## src/rtl/wbk_pkg.sv

```systemverilog
// Shared widths, address map and control-bit positions for the wiper bank.
package wbk_pkg;
    localparam int unsigned ADDR_W  = 4;
    localparam int unsigned DATA_W  = 8;
    localparam int unsigned WIPER_W = 7;
    localparam int unsigned N_CH    = 2;   // channels; channel i lives at address i
    localparam int unsigned N_CELLS = 7;   // stored cells at addresses 0..6

    localparam logic [ADDR_W-1:0] ADR_RSVD = 4'd7;
    localparam logic [ADDR_W-1:0] ADR_CTL  = 4'd8;

    localparam int unsigned CTL_VOL = 7;   // 1: addresses 0/1 reach live wipers
    localparam int unsigned CTL_RUN = 6;   // 0: channels shut down
    localparam int unsigned CTL_WIP = 5;   // stored write in progress (read-only)

    localparam logic [WIPER_W-1:0] WIPER_MID = 7'h40;
endpackage

```

## src/rtl/wbk_addr_decode.sv

```systemverilog
// Address decoder: turns one register-port write into per-target enables.
// Assumes: wr_en is a single-cycle strobe; busy and loaded come from the
// store and the wiper bank respectively.
module wbk_addr_decode
    import wbk_pkg::*;
(
    input  logic [ADDR_W-1:0]  addr,
    input  logic               wr_en,
    input  logic               vol_sel,
    input  logic               store_busy,
    input  logic               wipers_loaded,
    output logic [N_CELLS-1:0] cell_we,
    output logic [N_CH-1:0]    wiper_we,
    output logic               ctl_we
);

    genvar gi;
    generate
        for (gi = 0; gi < N_CELLS; gi++) begin : g_cell
            logic hit;
            assign hit = (addr == ADDR_W'(gi));
            if (gi < N_CH) begin : g_shared
                // Shared address: reaches the stored cell only when volatile select is off.
                assign cell_we[gi] = wr_en & hit & ~vol_sel & ~store_busy;
            end else begin : g_plain
                // General-purpose address: always the stored cell.
                assign cell_we[gi] = wr_en & hit & ~store_busy;
            end
        end

        for (gi = 0; gi < N_CH; gi++) begin : g_wiper
            // Wiper written directly (volatile) or mirrored from an accepted stored write.
            assign wiper_we[gi] = wr_en & (addr == ADDR_W'(gi)) & wipers_loaded
                                  & (vol_sel | ~store_busy);
        end
    endgenerate

    // Control byte is volatile and never gated by the busy window.
    assign ctl_we = wr_en & (addr == ADR_CTL);

endmodule

```

## src/rtl/wbk_persist_store.sv

```systemverilog
// Persistent cell array with a fixed write-busy window.
// Assumes: cells model slow non-volatile memory, so rst_n does not clear them;
// their power-on contents come from CELL_INIT (cell i at bits i*8 +: 8).
// BUSY_CYCLES must be at least 1.
module wbk_persist_store
    import wbk_pkg::*;
#(
    parameter int unsigned               BUSY_CYCLES = 20,
    parameter logic [N_CELLS*DATA_W-1:0] CELL_INIT   = '0
) (
    input  logic                       clk,
    input  logic                       rst_n,
    input  logic [N_CELLS-1:0]         cell_we,
    input  logic [DATA_W-1:0]          wdata,
    output logic [N_CELLS*DATA_W-1:0]  cells_flat,
    output logic                       busy
);

    localparam int unsigned CNT_W = $clog2(BUSY_CYCLES + 1);

    logic [CNT_W-1:0] busy_cnt;

    genvar gi;
    generate
        for (gi = 0; gi < N_CELLS; gi++) begin : g_cell
            logic [DATA_W-1:0] cell_q = CELL_INIT[gi*DATA_W +: DATA_W];
            // Store one byte when its enable is set; contents survive reset.
            always_ff @(posedge clk) begin
                if (cell_we[gi]) begin
                    cell_q <= wdata;
                end
            end
            assign cells_flat[gi*DATA_W +: DATA_W] = cell_q;
        end
    endgenerate

    // Load the busy window on an accepted write and count it down.
    always_ff @(posedge clk) begin
        if (!rst_n) begin
            busy_cnt <= '0;
        end else if (|cell_we) begin
            busy_cnt <= CNT_W'(BUSY_CYCLES);
        end else if (busy_cnt != '0) begin
            busy_cnt <= busy_cnt - 1'b1;
        end
    end

    assign busy = (busy_cnt != '0);

endmodule

```

## src/rtl/wbk_wiper_bank.sv

```systemverilog
// Live wiper registers with the mid-scale hold and delayed start-up reload.
// Assumes: RELOAD_DELAY >= 2, so the wipers show mid-scale on the first edge
// after reset; ivr_flat carries the stored start-up bytes per channel.
module wbk_wiper_bank
    import wbk_pkg::*;
#(
    parameter int unsigned RELOAD_DELAY = 8
) (
    input  logic                      clk,
    input  logic                      rst_n,
    input  logic [N_CH-1:0]           wiper_we,
    input  logic [DATA_W-1:0]         wdata,
    input  logic [N_CH*DATA_W-1:0]    ivr_flat,
    output logic [N_CH*WIPER_W-1:0]   wipers_flat,
    output logic                      loaded
);

    localparam int unsigned CNT_W = $clog2(RELOAD_DELAY + 1);

    logic [CNT_W-1:0] wait_cnt;
    logic             reload_now;

    assign reload_now = !loaded && (wait_cnt == CNT_W'(RELOAD_DELAY - 1));

    // Count edges after reset release and flag the reload edge.
    always_ff @(posedge clk) begin
        if (!rst_n) begin
            wait_cnt <= '0;
            loaded   <= 1'b0;
        end else if (reload_now) begin
            loaded   <= 1'b1;
        end else if (!loaded) begin
            wait_cnt <= wait_cnt + 1'b1;
        end
    end

    genvar gi;
    generate
        for (gi = 0; gi < N_CH; gi++) begin : g_ch
            logic [WIPER_W-1:0] wiper_q;
            // Mid-scale on reset, stored value on reload, port data on a write.
            always_ff @(posedge clk) begin
                if (!rst_n) begin
                    wiper_q <= WIPER_MID;
                end else if (reload_now) begin
                    wiper_q <= ivr_flat[gi*DATA_W +: WIPER_W];
                end else if (wiper_we[gi]) begin
                    wiper_q <= wdata[WIPER_W-1:0];
                end
            end
            assign wipers_flat[gi*WIPER_W +: WIPER_W] = wiper_q;
        end
    endgenerate

endmodule

```

## src/rtl/wbk_ctl_reg.sv

```systemverilog
// Volatile control byte: volatile-select and run bits.
// Assumes: the write-in-progress flag is supplied elsewhere and is read-only.
module wbk_ctl_reg
    import wbk_pkg::*;
(
    input  logic              clk,
    input  logic              rst_n,
    input  logic              ctl_we,
    input  logic [DATA_W-1:0] wdata,
    output logic              vol_sel,
    output logic              ctl_run
);

    // Capture the two writable bits; reset to stored-access and running.
    always_ff @(posedge clk) begin
        if (!rst_n) begin
            vol_sel <= 1'b0;
            ctl_run <= 1'b1;
        end else if (ctl_we) begin
            vol_sel <= wdata[CTL_VOL];
            ctl_run <= wdata[CTL_RUN];
        end
    end

endmodule

```

## src/rtl/wiper_bank_ctrl.sv

```systemverilog
// Register bank for a two-channel digital potentiometer behind a byte port.
// Assumes: one access per strobe; read data is registered and valid after
// the edge that samples rd_en; the shutdown output is combinational.
module wiper_bank_ctrl
    import wbk_pkg::*;
#(
    parameter int unsigned               BUSY_CYCLES  = 20,
    parameter int unsigned               RELOAD_DELAY = 8,
    parameter logic [N_CELLS*DATA_W-1:0] CELL_INIT    =
        {8'h00, 8'h00, 8'h00, 8'h00, 8'h00, 8'h40, 8'h40}
) (
    input  logic               clk,
    input  logic               rst_n,
    input  logic [ADDR_W-1:0]  addr,
    input  logic [DATA_W-1:0]  wdata,
    input  logic               wr_en,
    input  logic               rd_en,
    output logic [DATA_W-1:0]  rdata,
    input  logic               shdn_n_pin,
    output logic               chan_shutdown,
    output logic [WIPER_W-1:0] wiper0,
    output logic [WIPER_W-1:0] wiper1
);

    logic [N_CELLS*DATA_W-1:0] cells_flat;
    logic [N_CH*WIPER_W-1:0]   wipers_flat;
    logic [N_CELLS-1:0]        cell_we;
    logic [N_CH-1:0]           wiper_we;
    logic                      ctl_we;
    logic                      vol_sel;
    logic                      ctl_run;
    logic                      wip;
    logic                      loaded;
    logic [DATA_W-1:0]         rd_mux;

    wbk_addr_decode u_dec (
        .addr          (addr),
        .wr_en         (wr_en),
        .vol_sel       (vol_sel),
        .store_busy    (wip),
        .wipers_loaded (loaded),
        .cell_we       (cell_we),
        .wiper_we      (wiper_we),
        .ctl_we        (ctl_we)
    );

    wbk_persist_store #(
        .BUSY_CYCLES (BUSY_CYCLES),
        .CELL_INIT   (CELL_INIT)
    ) u_store (
        .clk        (clk),
        .rst_n      (rst_n),
        .cell_we    (cell_we),
        .wdata      (wdata),
        .cells_flat (cells_flat),
        .busy       (wip)
    );

    wbk_wiper_bank #(
        .RELOAD_DELAY (RELOAD_DELAY)
    ) u_wipers (
        .clk         (clk),
        .rst_n       (rst_n),
        .wiper_we    (wiper_we),
        .wdata       (wdata),
        .ivr_flat    (cells_flat[N_CH*DATA_W-1:0]),
        .wipers_flat (wipers_flat),
        .loaded      (loaded)
    );

    wbk_ctl_reg u_ctl (
        .clk     (clk),
        .rst_n   (rst_n),
        .ctl_we  (ctl_we),
        .wdata   (wdata),
        .vol_sel (vol_sel),
        .ctl_run (ctl_run)
    );

    // Select the byte addressed by the port; unmapped addresses give zero.
    always_comb begin
        rd_mux = '0;
        for (int i = 0; i < int'(N_CELLS); i++) begin
            if (addr == ADDR_W'(i)) begin
                rd_mux = cells_flat[i*DATA_W +: DATA_W];
            end
        end
        for (int c = 0; c < int'(N_CH); c++) begin
            if (addr == ADDR_W'(c) && vol_sel) begin
                rd_mux = {1'b0, wipers_flat[c*WIPER_W +: WIPER_W]};
            end
        end
        if (addr == ADR_CTL) begin
            rd_mux[CTL_VOL] = vol_sel;
            rd_mux[CTL_RUN] = ctl_run;
            rd_mux[CTL_WIP] = wip;
        end
    end

    // Register read data on a read strobe and hold it otherwise.
    always_ff @(posedge clk) begin
        if (!rst_n) begin
            rdata <= '0;
        end else if (rd_en) begin
            rdata <= rd_mux;
        end
    end

    assign chan_shutdown = ~(ctl_run & shdn_n_pin);
    assign wiper0        = wipers_flat[0*WIPER_W +: WIPER_W];
    assign wiper1        = wipers_flat[1*WIPER_W +: WIPER_W];

endmodule

```

## config.mk

```make
export PLATFORM = sky130hd
export DESIGN_NAME = wiper_bank_ctrl
export DESIGN_NICKNAME = d
export VERILOG_FILES = /design/src/rtl/wbk_pkg.sv /design/src/rtl/wbk_addr_decode.sv /design/src/rtl/wbk_persist_store.sv /design/src/rtl/wbk_wiper_bank.sv /design/src/rtl/wbk_ctl_reg.sv /design/src/rtl/wiper_bank_ctrl.sv
export SDC_FILE = /design/constraint.sdc
export NUM_CORES = 1
export LEC_CHECK = 0
export BUFFER_PORTS_ARGS = -buffer_cell sky130_fd_sc_hd__buf_2
export CAP_MARGIN = 25
export CORE_MARGIN = 10
export CORE_UTILIZATION = 28
export DETAILED_ROUTE_END_ITERATION = 16
export GPL_TIMING_DRIVEN = 1
export SYNTH_ARGS = -nofsm -noshare
export SYNTH_HDL_FRONTEND = slang
export SYNTH_SLANG_ARGS = --single-unit
```

## constraint.sdc

```tcl
create_clock -name clk -period 2.85 [get_ports clk]
set_input_delay 0.1425 -clock clk [delete_from_list [all_inputs] [get_ports clk]]
set_output_delay 0.1425 -clock clk [all_outputs]
set_load 0.03 [all_outputs]
```

## Word level (Yosys, flattened, before mapping)

Index checks and enable logic that the tools add are counted.

| word-level totals | value |
|---|---|
| register bits after elaboration | 90 |
| output and inout bits | 23 |

| operators by class | value |
|---|---|
| add/subtract/negate cells | 2 |
| eq/ne operators | 8 |
| mux-type cells | 16 |
| bitwise operators | 29 |
| reductions and logical operators | 12 |

Operators by type and width:

| kind | number |
|---|---|
| $mux W8 | 9 |
| $mux W7 | 4 |
| $and A1 B1 Y1 | 22 |
| $eq A4 B3 Y1 const B | 4 |
| $mux W5 | 2 |
| $eq A4 B2 Y1 const B | 2 |
| $reduce_or A8 Y1 | 1 |
| $reduce_or A7 Y1 | 1 |
| $not A1 Y1 | 6 |
| $reduce_bool A2 Y1 | 3 |
| $reduce_bool A5 Y1 | 1 |
| $sub A5 B1 Y5 const B | 1 |
| $add A4 B1 Y4 const B | 1 |
| $eq A4 B1 Y1 const B | 1 |
| $eq A4 B4 Y1 const B | 1 |
| $logic_not A4 Y1 | 1 |
| $logic_and A1 B1 Y1 | 3 |
| $mux W3 | 1 |
| $reduce_and A2 Y1 | 1 |
| $logic_not A1 Y1 | 1 |
| $or A1 B1 Y1 | 1 |

## Depth between registers and ports, before layout

Gate-level depths: netlist (run 1).

| depth | value |
|---|---|
| word-level depth | 11 |
| depth in mapped cells | 7 |

## Cells and area by module

A second synthesis (run 1) with hierarchy kept.

| unflattened totals | value |
|---|---|
| cells, all modules | 361 |
| area total of the unflattened synthesis | 4,215.3 µm² |

By module, submodules not included:

| module | times used | cells an instance | area an instance (µm²) | seq. area each (µm²) |
|---|---|---|---|---|
| wbk_persist_store | 1 | 83 | 1,943.1 | 1,781.7 |
| wiper_bank_ctrl | 1 | 166 | 1,176.1 | 160.2 |
| wbk_wiper_bank | 1 | 86 | 909.6 | 380.4 |
| wbk_addr_decode | 1 | 20 | 116.4 | 0.0 |
| wbk_ctl_reg | 1 | 6 | 70.1 | 40.0 |

## Worst setup path after synthesis (run 1)

No wires, ideal clock.

| timing path | value |
|---|---|
| path type | register -> register |
| start point | reg u_store.busy_cnt[0] |
| end point | reg u_store.g_cell[1].cell_q[0], enable pin |
| library setup time | 0.395 ns |
| arrival | 2.090 ns |
| slack | 0.365 ns |
| stages on the path, launching flop included | 6 |
| path buffers | 0 |
| cell sequence | dfxtp_1 inv_1 ha_1 nor4b_4 nand3b_1 nor4_1 |

| between the ends | value |
|---|---|
| word-level cells in the longest chain between the ends | 3 |

Ends and longest elaborated chain:

| element | RTL line | RTL |
|---|---|---|
| start: declaration | wbk_persist_store.sv:21 | `logic [CNT_W-1:0] busy_cnt;` |
| start signal: assignment | wbk_persist_store.sv:42 | `busy_cnt <= CNT_W'(BUSY_CYCLES);` |
| start signal: assignment | wbk_persist_store.sv:44 | `busy_cnt <= busy_cnt - 1'b1;` |
| $reduce_bool A5 Y1 | wbk_persist_store.sv:48 | `assign busy = (busy_cnt != '0);` |
| $not A1 Y1 | wbk_addr_decode.sv:24 | `assign cell_we[gi] = wr_en & hit & ~vol_sel & ~store_busy;` |
| $and A1 B1 Y1 | wbk_addr_decode.sv:24 |  |
| named net cell_we[1] | wiper_bank_ctrl.sv:27 | `logic [N_CELLS-1:0] cell_we;` |
| end signal: assignment | wbk_persist_store.sv:30 | `cell_q <= wdata;` |
| end: declaration | wbk_persist_store.sv:26 | `logic [DATA_W-1:0] cell_q = CELL_INIT[gi*DATA_W +: DATA_W];` |

The timed path passes the listed nets, and every way through them passes these cells.
A chain may end at the register's enable or synchronous reset.

## Final worst setup path (run 1)

| timing path | value |
|---|---|
| start point | reg u_store.busy_cnt[0] |
| end point | reg u_wipers.g_ch[0].wiper_q[6] |

| between the ends | value |
|---|---|
| word-level cells in the longest chain between the ends | 5 |

Ends and longest elaborated chain:

| element | RTL line | RTL |
|---|---|---|
| $reduce_bool A5 Y1 | wbk_persist_store.sv:48 |  |
| $not A1 Y1 | wbk_addr_decode.sv:34 | `& (vol_sel \| ~store_busy);` |
| $or A1 B1 Y1 | wbk_addr_decode.sv:34 |  |
| $and A1 B1 Y1 | wbk_addr_decode.sv:34 |  |
| $reduce_bool A2 Y1 (no source line) | - |  |
| end signal: assignment | wbk_wiper_bank.sv:46 | `wiper_q <= ivr_flat[gi*DATA_W +: WIPER_W];` |
| end signal: assignment | wbk_wiper_bank.sv:48 | `wiper_q <= wdata[WIPER_W-1:0];` |
| end: declaration | wbk_wiper_bank.sv:40 | `logic [WIPER_W-1:0] wiper_q;` |

Every way passes these cells.

==> run_results.csv, run 1 <==
group,metric,value,unit
outcome,status,"complete, no violations",
timing,setup_viol,0,
grt,grt_first_pass_wirelength,16.14,mm
timing,period_share,76.86,%
timing,worst_pin_slew,0.7298,ns
timing,setup_slack,0.6596,ns
grt,grt_max_degree,37,
die,fp.dieW,139.3,um
logic_synthesis,synth-edff-count,56,
detailed_routing,drt_iter0_drc,284,
die,start_util,28.59,%
clock_tree,clkTransAtPathRegs,0.06,ns
timing,fin_crit,2.190,ns
placement,dp_worst_setup_slack,0.6566,ns
run,max-cap-violations,0,
clock_tree,post_cts_resized,0,
placement,dp_hpwl,7.124,mm
logic_synthesis,synth_cell_types,43,
hold_path,worstHoldPathType,"in2reg",
die,placementRows,43,
logic_synthesis,ys_seq_area_share,59.30,%
grt,antenna_found_initial,0,
die,ios,40,
finish,nFillCells,1374,
detailed_routing,vias,2835,
finish,nNetsFinal,417,
timing,tns,0,ns
finish,drive_gt1_share,18.66,%
timing,hold_viol,0,
power_and_ir_drop,leakage,1.771,nW
clock_tree,clk_latency,0.34,ns
detailed_routing,wl_per_cell,17.16,um
timing,max_freq,456.5,MHz
die,die-area,0.01940,mm2
power_and_ir_drop,power_density,651.5,mW/mm2
grt,grt-ovfl-total,0,
clock_tree,cts.sinks,90,
timing,skew,0.006895,ns
grt,grt_pass1_vias,2865,
setup_path,crit_arrival,2.39,ns
timing,hold_ws,0.1141,ns
timing,finalMaxSlewViolations,0,
logic_synthesis,synth.avg_cell_area,11.16,um2
logic_synthesis,synth_fp_nets,377,
timing,slew_headroom,51.25,%
power_and_ir_drop,vdd_drop_max,0.0004151,V
detailed_routing,ant_nets,0,
detailed_routing,via_per_inst,4.871,
logic_synthesis,ys_seq_elements,90,
logic_synthesis,async_flop_share,0,%
timing,grt_setup_unrepaired,"false",
logic_synthesis,ys_warn_count,0,
placement,routabilityCongestion,0.8162,
setup_path,crit_type,"reg2reg",
logic_synthesis,syn_inst,357,
setup_path,cp.required,3.05,ns
logic_synthesis,syn-cell-area,0.003984,mm2
clock_tree,numCtsBuffers,9,
detailed_routing,routed_wl,9.989,mm
grt,track_usage,10.35,%
placement,port_buffers,39,
detailed_routing,first_pass_iters,4,
finish,syn2layout_area_growth,17.68,%
clock_tree,cts_root_buf,"clkbuf_16",
die,die_height,139.3,um
clock_tree,postCtsSetupRepairBufs,0,
setup_path,cp-end-kind,"flop",
clock_tree,h-tree-depth,3,
die,core_area,0.01393,mm2
detailed_routing,drcViolationCount,0,
setup_path,start_kind,"flop",
setup_path,path_max_fanout,9,
clock_tree,cts_buffer_depth,2,
clock_tree,tritoncts,"yes",
clock_tree,ctsHoldBuffers,0,
logic_synthesis,ys.flop_type,"edfxtp_1",
finish,antenna_cells,0,
==> sequential cells by signal, indices dropped and copies added (netlist names) <==
| name | count |
|---|---|
| rdata | 8 |
| u_ctl.ctl_run | 1 |
| u_ctl.vol_sel | 1 |
| u_store.busy_cnt | 5 |
| u_store.g_cell.cell_q | 56 |
| u_wipers.g_ch.wiper_q | 14 |
| u_wipers.loaded | 1 |
| u_wipers.wait_cnt | 4 |
==> report_power, final <==
part	total, W	switching, W	leakage, nW	internal (W)
Sequential	0.00149	0.0000511	0.781	0.00144
Clock	0.00113	0.000510	0.141	0.000624
Combinational	0.000426	0.000244	0.849	0.000182
==> Yosys cell counts, types with 2 or more instances <==
library cell	n	area share, %
edfxtp_1	56	42
nand3_1	7	0.88
a211oi_1	5	0.94
nor4b_1	2	0.44
o211a_1	2	0.50
nand4_1	3	0.47
or2_2	2	0.31
mux2_2	2	0.57
clkbuf_1	16	1.5
nand3b_1	2	0.38
o21ai_0	42	5.3
nand2_1	25	2.4
xnor2_1	4	0.88
o2111ai_2	2	0.75
buf_2	5	0.63
o22ai_1	7	1.1
a21oi_1	26	3.3
ha_1	3	0.94
nand2b_1	2	0.31
nor3_1	10	1.3
o221ai_1	5	1.1
nor4_1	3	0.47
nor2_1	24	2.3
o31ai_1	2	0.38
and3_1	3	0.47
a21boi_0	3	0.57
nor2b_1	8	1.3
dfxtp_1	34	17
inv_1	10	0.94
and2_1	4	0.63
mux2i_1	26	6.5
==> routing by layer <==
metal  share of wire, %  up-vias  global-route usage (%)
met1                 44     1354                   12.57
li1                   -     1416                       -
met4               0.95        0                   3.789
met2                 49       60                   16.98
met3                5.1        5                   2.994
met5                  0        -                       0
==> worst max-delay path: stages (launching register included) <==
cell	delay [ns]
dfxtp_1	0.36
inv_1	0.07
ha_1	0.21
nor4b_4	0.13
buf_4	0.18
o2111ai_2	0.49
mux2_2	0.40
mux2i_1	0.13
nand2_1	0.07
==> logic make-up after synthesis <==
kind of cell	after synthesis	share of synthesized area [%]
XOR/XNOR	5	1.099
adder cells (fa/ha/maj)	3	0.9423
buffers and inverters	31	3.078
AND/OR/NAND/NOR	99	12.69
AO/OA/AOI/OAI	100	15.23
flip-flops	90	59.30
multiplexers	29	7.663
==> layout make-up <==
cell class              instances  area, um2  area share (%)
flip-flops and latches         90       2362           50.39
clock inverters                 6      47.55           1.014
repair buffers                 50      277.8           5.925
inverters                      10      37.54          0.8006
multi-input cells             236       1499           31.97
well taps                     180      225.2           4.804
clock buffers                  10      239.0           5.097
==> through the flow <==
| stage | std cells | total power (W) | area [um2] | util [%] |
|---|---|---|---|---|
| 4_1_cts | 582 | 0.003079 | 4688 | 33.64 |
| 6_report | 582 | 0.003054 | 4688 | 33.64 |
| 3_5_place_dp | 566 | 0.001949 | 4402 | 31.59 |
| 5_1_grt | 582 | 0.003199 | 4688 | 33.64 |
| 3_3_place_gp | 566 | 0.001936 | 4402 | 31.59 |
| 2_1_floorplan | 357 | 0.001818 | 3984 | - |
==> cells in the final DEF (no fill, tap or decap), types with 2 or more instances in the layout <==
master,n
ha_1,3
and2_1,4
dfxtp_1,34
o22ai_1,7
nand3b_1,2
nor4_1,3
clkbuf_16,9
a21oi_1,26
buf_2,39
o211a_1,2
o21ai_0,42
buf_4,11
o31ai_1,2
mux2_2,2
mux2i_1,26
nor2b_1,8
nand2b_1,2
nor3_1,10
nand2_1,25
nor2_1,24
o2111ai_2,2
o221ai_1,5
nand4_1,3
xnor2_1,4
and3_1,3
or2_2,2
a211oi_1,5
a21boi_0,3
inv_1,10
nor4b_1,2
nand3_1,7
edfxtp_1,56
==> final timing paths <==
path / start / to / slack [ns] / cells past startpoint
setup / recovery: u_store.busy_cnt[0] / u_wipers.g_ch[0].wiper_q[6] / 0.66 / 8
hold / removal: wr_en / u_ctl.ctl_run / 0.11 / 3
setup reg to reg: u_store.busy_cnt[0] / u_wipers.g_ch[0].wiper_q[6] / 0.66 / 8
hold reg to reg: u_ctl.ctl_run / u_ctl.ctl_run / 0.49 / 2
Note: power is estimated with default switching activity, not from simulation.
==> inputs of run 2 (changes only) <==
==> constraint.sdc (replaced) <==
create_clock -name clk -period 1.8 [get_ports clk]
set_input_delay 0.09 -clock clk [delete_from_list [all_inputs] [get_ports clk]]
set_output_delay 0.09 -clock clk [all_outputs]
set_load 0.03 [all_outputs]
==> run 2 against run 1 <==
Net effect:
- setup slack worse by 0.60 ns
- wire length up 5.7%
- first-iteration DRC count rose by 31%
- register-to-register slack got worse by 0.60 ns
==> run_results.csv, run 2 (synthesized netlist as in run 1, its figures left out) <==
group,metric,value,unit
finish,layout_common_cells,"56 x edfxtp_1, 41 x o21ai_0, 39 x buf_2, 31 x dfxtp_1, 29 x buf_4",
grt,antenna_found_initial,0,
placement,dpl-instance-area,0.004609,mm2
timing,worst_pin_slew,0.4290,ns
clock_tree,cts_buffer_depth,2,
timing,skew,0.007318,ns
die,fp.dieW,139.3,um
finish,nFillCells,1389,
timing,setup_viol,0,
grt,grt-ovfl-total,0,
finish,antenna_cells,0,
timing,finalMaxSlewViolations,0,
setup_path,reg2regPathDepth,7,
clock_tree,clkTransAtPathRegs,0.07,ns
clock_tree,h-tree-depth,3,
clock_tree,ctsHoldBuffers,0,
timing,hold_viol,0,
die,core_area,0.01393,mm2
grt,track_usage,10.88,%
clock_tree,tritoncts,"yes",
run,max-cap-violations,0,
power_and_ir_drop,vdd_drop_max,0.0005829,V
grt,grt_max_degree,26,
finish,nNetsFinal,437,
setup_path,crit_arrival,1.98,ns
detailed_routing,routed_wl,10.56,mm
timing,max_freq,574.5,MHz
timing,slew_headroom,71.34,%
detailed_routing,ant_nets,0,
finish,drive_gt1_share,25.59,%
detailed_routing,drt_iter0_drc,372,
power_and_ir_drop,power_density,1009,mW/mm2
setup_path,cp-end-kind,"flop",
clock_tree,cts_root_buf,"clkbuf_16",
setup_path,start_kind,"flop",
detailed_routing,wl_per_cell,17.54,um
setup_path,path_max_fanout,5,
timing,grt_setup_unrepaired,"true",
timing,fin_crit,1.741,ns
finish,layout_commonest_cell,"edfxtp_1",
placement,dp_hpwl,7.820,mm
finish,largest_register_ffs,56,
finish,syn2layout_area_growth,24.25,%
timing,tns,0,ns
finish,fin_area,0.004950,mm2
placement,routabilityCongestion,0.8783,
die,die-area,0.01940,mm2
detailed_routing,first_pass_iters,4,
grt,grt_pass1_vias,3058,
power_and_ir_drop,leakage,1.865,nW
setup_path,cp.required,2.03,ns
die,ios,40,
timing,period_share,96.71,%
die,die_height,139.3,um
grt,grt_first_pass_wirelength,16.97,mm
finish,reg_top3,"u_store.g_cell.cell_q x56, u_wipers.g_ch.wiper_q x14, rdata x8",
clock_tree,clk_latency,0.35,ns
setup_path,crit_type,"reg2reg",
die,placementRows,43,
hold_path,whs_path_depth,1,
detailed_routing,vias,2989,
clock_tree,cts.sinks,90,
detailed_routing,via_per_inst,4.965,
outcome,status,"complete, no violations",
clock_tree,numCtsBuffers,9,
detailed_routing,drcViolationCount,0,
finish,largest-register,"u_store.g_cell.cell_q",
hold_path,worstHoldPathType,"in2reg",
placement,port_buffers,39,
die,start_util,28.59,%
[run 2: cell types whose count changed in the layout (fill, tap and decap cells not counted), sizes merged]
cell	change
clkinvlp	+1
buf	+20
clkbuf	-1
[run 2: area by class of cell]
class | instances | area, um2 | share of cell area, %
Sequential cell | 90 | 2366 | 47.80
Multi-Input combinational cell | 236 | 1599 | 32.31
Timing Repair Buffer | 70 | 435.4 | 8.797
Clock inverter | 7 | 61.31 | 1.239
Inverter | 10 | 37.54 | 0.7583
Tap cell | 180 | 225.2 | 4.550
Clock buffer | 9 | 225.2 | 4.550
[run 2: where the power goes]
group	internal, W	total (W)	switching (W)	leakage (nW)
Clock	0.000959	0.00180	0.000842	0.135
Combinational	0.000366	0.000815	0.000449	0.948
Sequential	0.00229	0.00238	0.0000856	0.782
Total	0.00362	0.00499	0.00138	1.86
[run 2: final timing paths]
kind | end | start | slack, ns
worst max-delay path | u_store.busy_cnt[1] | u_store.busy_cnt[1] | 0.06
worst min-delay path | u_store.g_cell[0].cell_q[4] | wdata[4] | 0.05
worst max register to register | u_store.busy_cnt[1] | u_store.busy_cnt[1] | 0.06
worst min register to register | u_ctl.ctl_run | u_ctl.ctl_run | 0.49
[run 2: routing by layer]
layer,part of all wire (%),wire [um],up-vias,global-route usage (%)
met5,0,0,-,0
met4,1.2,130,0,3.789
met3,4.7,496,9,2.552
met2,50,5262,68,18.30
met1,44,4668,1461,13.27
li1,-,-,1451,-
[run 2: metrics by stage]
step / setup WS [ns] / hold slack [ns] / util (%) / power (W) / cells
after global routing: -0.03857 / 0.07223 / 35.52 / 0.005221 / 602
after CTS: 0.03532 / 0.05404 / 35.14 / 0.004971 / 599
after global placement: 0.05960 / 0.4087 / 33.08 / 0.003155 / 583
after detailed placement: 0.05539 / 0.4198 / 33.08 / 0.003173 / 583
final: 0.05925 / 0.05413 / 35.52 / 0.004992 / 602
after floorplan: -0.3013 / 0.1889 / - / 0.002924 / 357
[run 2: critical path, cell delays in order, from the launching register on]
cell and delay, ns:
dfxtp_2 0.34, inv_2 0.08, ha_4 0.13, nor4b_4 0.19, nand3b_1 0.15, buf_6 0.17
a311o_1 0.38, and3_1 0.19
[run 2: repair_timing]
| action | CTS | global route |
|---|---|---|
| setup buffers | 0 | 3 |
| setup endpoints to repair | 0 | 38 |
| gates resized for setup | 0 | 6 |
==> inputs of run 3 (changes only) <==
--- a/config.mk
+++ b/config.mk
@@ -11,6 +11,7 @@
 export CORE_UTILIZATION = 28
 export DETAILED_ROUTE_END_ITERATION = 16
 export GPL_TIMING_DRIVEN = 1
+export HOLD_SLACK_MARGIN = 0.12
 export SYNTH_ARGS = -nofsm -noshare
 export SYNTH_HDL_FRONTEND = slang
 export SYNTH_SLANG_ARGS = --single-unit
==> run 3 against run 2 <==
Net effect:
- global-route usage about the same
- via count up 1.9%
- total power up 0.44%
- die area unchanged
- setup slack about the same
- wire length up 1.1%
- combinational power up 2.6%
- cell area up 2.0%
- clock-buffer cell count unchanged
- clock skew down 0.00094 ns
- sequential share of layout area down 0.95 points
- register-to-register slack about the same
==> run_results.csv, run 3 (synthesized netlist as in run 1, its figures left out) <==
group,metric,value,unit
setup_path,start_kind,"flop",
outcome,status,"complete, no violations",
die,core_area,0.01393,mm2
detailed_routing,routed_wl,10.67,mm
timing,setup_viol,0,
timing,max_freq,574.3,MHz
setup_path,r2r_slack,0.06,ns
grt,antenna_found_initial,0,
finish,syn2layout_area_growth,26.76,%
grt,grt_first_pass_wirelength,17.07,mm
finish,reg_top3,"u_store.g_cell.cell_q x56, u_wipers.g_ch.wiper_q x14, rdata x8",
placement,dp_hpwl,7.820,mm
detailed_routing,drt_iter0_drc,361,
timing,skew,0.006382,ns
setup_path,cp.required,2.03,ns
setup_path,crit_type,"reg2reg",
detailed_routing,drcViolationCount,0,
finish,largest_register_ffs,56,
die,fp.dieW,139.3,um
timing,finalMaxSlewViolations,0,
power_and_ir_drop,power,0.005014,W
finish,drive_gt1_share,25.00,%
detailed_routing,wl_per_cell,17.43,um
setup_path,crit_slowest_cell,"a311o_1",
die,ios,40,
timing,hold_viol,0,
detailed_routing,via_per_inst,4.977,
run,max-cap-violations,0,
timing,worst_pin_slew,0.4277,ns
hold_path,min_from,"addr[3]",
placement,routabilityCongestion,0.8783,
timing,tns,0,ns
clock_tree,cts.sinks,90,
detailed_routing,first_pass_iters,5,
setup_path,critical_path.cell_chain,"inv_2 > ha_4 > nor4b_4 > nand3b_1 > buf_6 > a311o_1 > and3_1",
finish,fin_area,0.005050,mm2
detailed_routing,vias,3046,
die,die_height,139.3,um
die,die-area,0.01940,mm2
clock_tree,cts_buffer_depth,2,
power_and_ir_drop,leakage,1.906,nW
clock_tree,clkTransAtPathRegs,0.06,ns
setup_path,reg2regPathDepth,7,
finish,nNetsFinal,447,
finish,fin_cells,612,
timing,period_share,96.73,%
placement,dpl-instance-area,0.004609,mm2
power_and_ir_drop,vdd_drop_max,0.0005776,V
grt,grt-ovfl-total,0,
grt,grt_pass1_vias,3107,
clock_tree,h-tree-depth,3,
die,start_util,28.59,%
timing,fin_crit,1.741,ns
placement,placedCellCount,583,
setup_path,r2r-start,"u_store.busy_cnt[1]",
finish,largest-register,"u_store.g_cell.cell_q",
power_and_ir_drop,power_density,992.9,mW/mm2
finish,layout_common_cells,"56 x edfxtp_1, 41 x o21ai_0, 39 x buf_2, 31 x dfxtp_1, 29 x buf_4",
die,placementRows,43,
setup_path,path_max_fanout,5,
clock_tree,numCtsBuffers,9,
setup_path,cp-end-kind,"flop",
setup_path,cp_num_buf_inv,2,
setup_path,slowest_delay,0.38,ns
detailed_routing,ant_nets,0,
grt,track_usage,10.91,%
hold_path,holdPathEnd,"rdata[7]",
clock_tree,cts_root_buf,"clkbuf_16",
setup_path,r2r-end,"u_store.busy_cnt[1]",
timing,slew_headroom,71.43,%
finish,antenna_cells,0,
hold_path,worstHoldPathType,"in2reg",
hold_path,whs_path_depth,4,
placement,port_buffers,39,
grt,grt_max_degree,26,
clock_tree,clk_latency,0.34,ns
timing,grt_setup_unrepaired,"true",
finish,layout_commonest_cell,"edfxtp_1",
setup_path,crit_arrival,1.97,ns
clock_tree,tritoncts,"yes",
setup_path,crit_family,"simple AND/OR/NAND/NOR gates",
[run 3: cell count changes in the layout (fill, tap and decap cells not counted)]
cell | previous run | this run
dlygate4sd3_1 | 0 | 10
[run 3: worst max path at each step]
stage	cells after the start	slack, ns	startpoint	end
global placement	7	0.06	u_store.busy_cnt[0]	u_store.g_cell[0].cell_q[3]
CTS	7	0.04	u_store.busy_cnt[0]	u_store.g_cell[0].cell_q[5]
finish	7	0.06	u_store.busy_cnt[1]	u_store.busy_cnt[1]
floorplan	5	-0.30	u_store.busy_cnt[0]	u_store.g_cell[2].cell_q[0]
global route	8	-0.04	u_store.busy_cnt[1]	u_store.busy_cnt[2]
detailed placement	7	0.06	u_store.busy_cnt[0]	u_store.g_cell[0].cell_q[3]
[run 3: worst min-delay path, stage by stage]
cell and delay [ns]:
buf_2 0.19, nor2_1 0.07, o31ai_1 0.08, o31ai_1 0.07
[run 3: layout make-up]
cell class	count	area, um2
Clock buffer	9	225.2
Clock inverter	7	61.31
Fill cell	1382	8885
Timing Repair Buffer	80	535.5
Inverter	10	37.54
Multi-Input combinational cell	236	1599
Sequential cell	90	2366
Tap cell	180	225.2
[run 3: power by group]
part | switching (W) | internal (W)
logic | 0.000455 | 0.000381
clock network | 0.000844 | 0.000960
registers | 0.0000851 | 0.00229
total | 0.00138 | 0.00363
[run 3: metal layers]
metal	vias up	track usage, %	wire [um]
met5	-	0	0
met4	0	3.789	136
li1	1475	-	-
met1	1490	13.40	4744
met2	70	18.40	5302
met3	11	2.348	486
[run 3: timing repair]
| item | 4_1_cts | 5_1_grt |
|---|---|---|
| gates resized for setup | 0 | 6 |
| endpoints found under the setup margin | 0 | 38 |
| buffers inserted | 0 | 3 |
| endpoints found under the hold margin | 54 | 0 |
| hold buffers | 10 | 0 |
[run 3: through the flow]
step	hold WS (ns)	util, %	setup slack (ns)
final	0.2069	36.24	0.05878
after global routing	0.2437	36.24	-0.03857
after CTS	0.2003	35.85	0.03532
after detailed placement	0.4198	33.08	0.05539
after global placement	0.4087	33.08	0.05960
after floorplan	0.1889	-	-0.3013
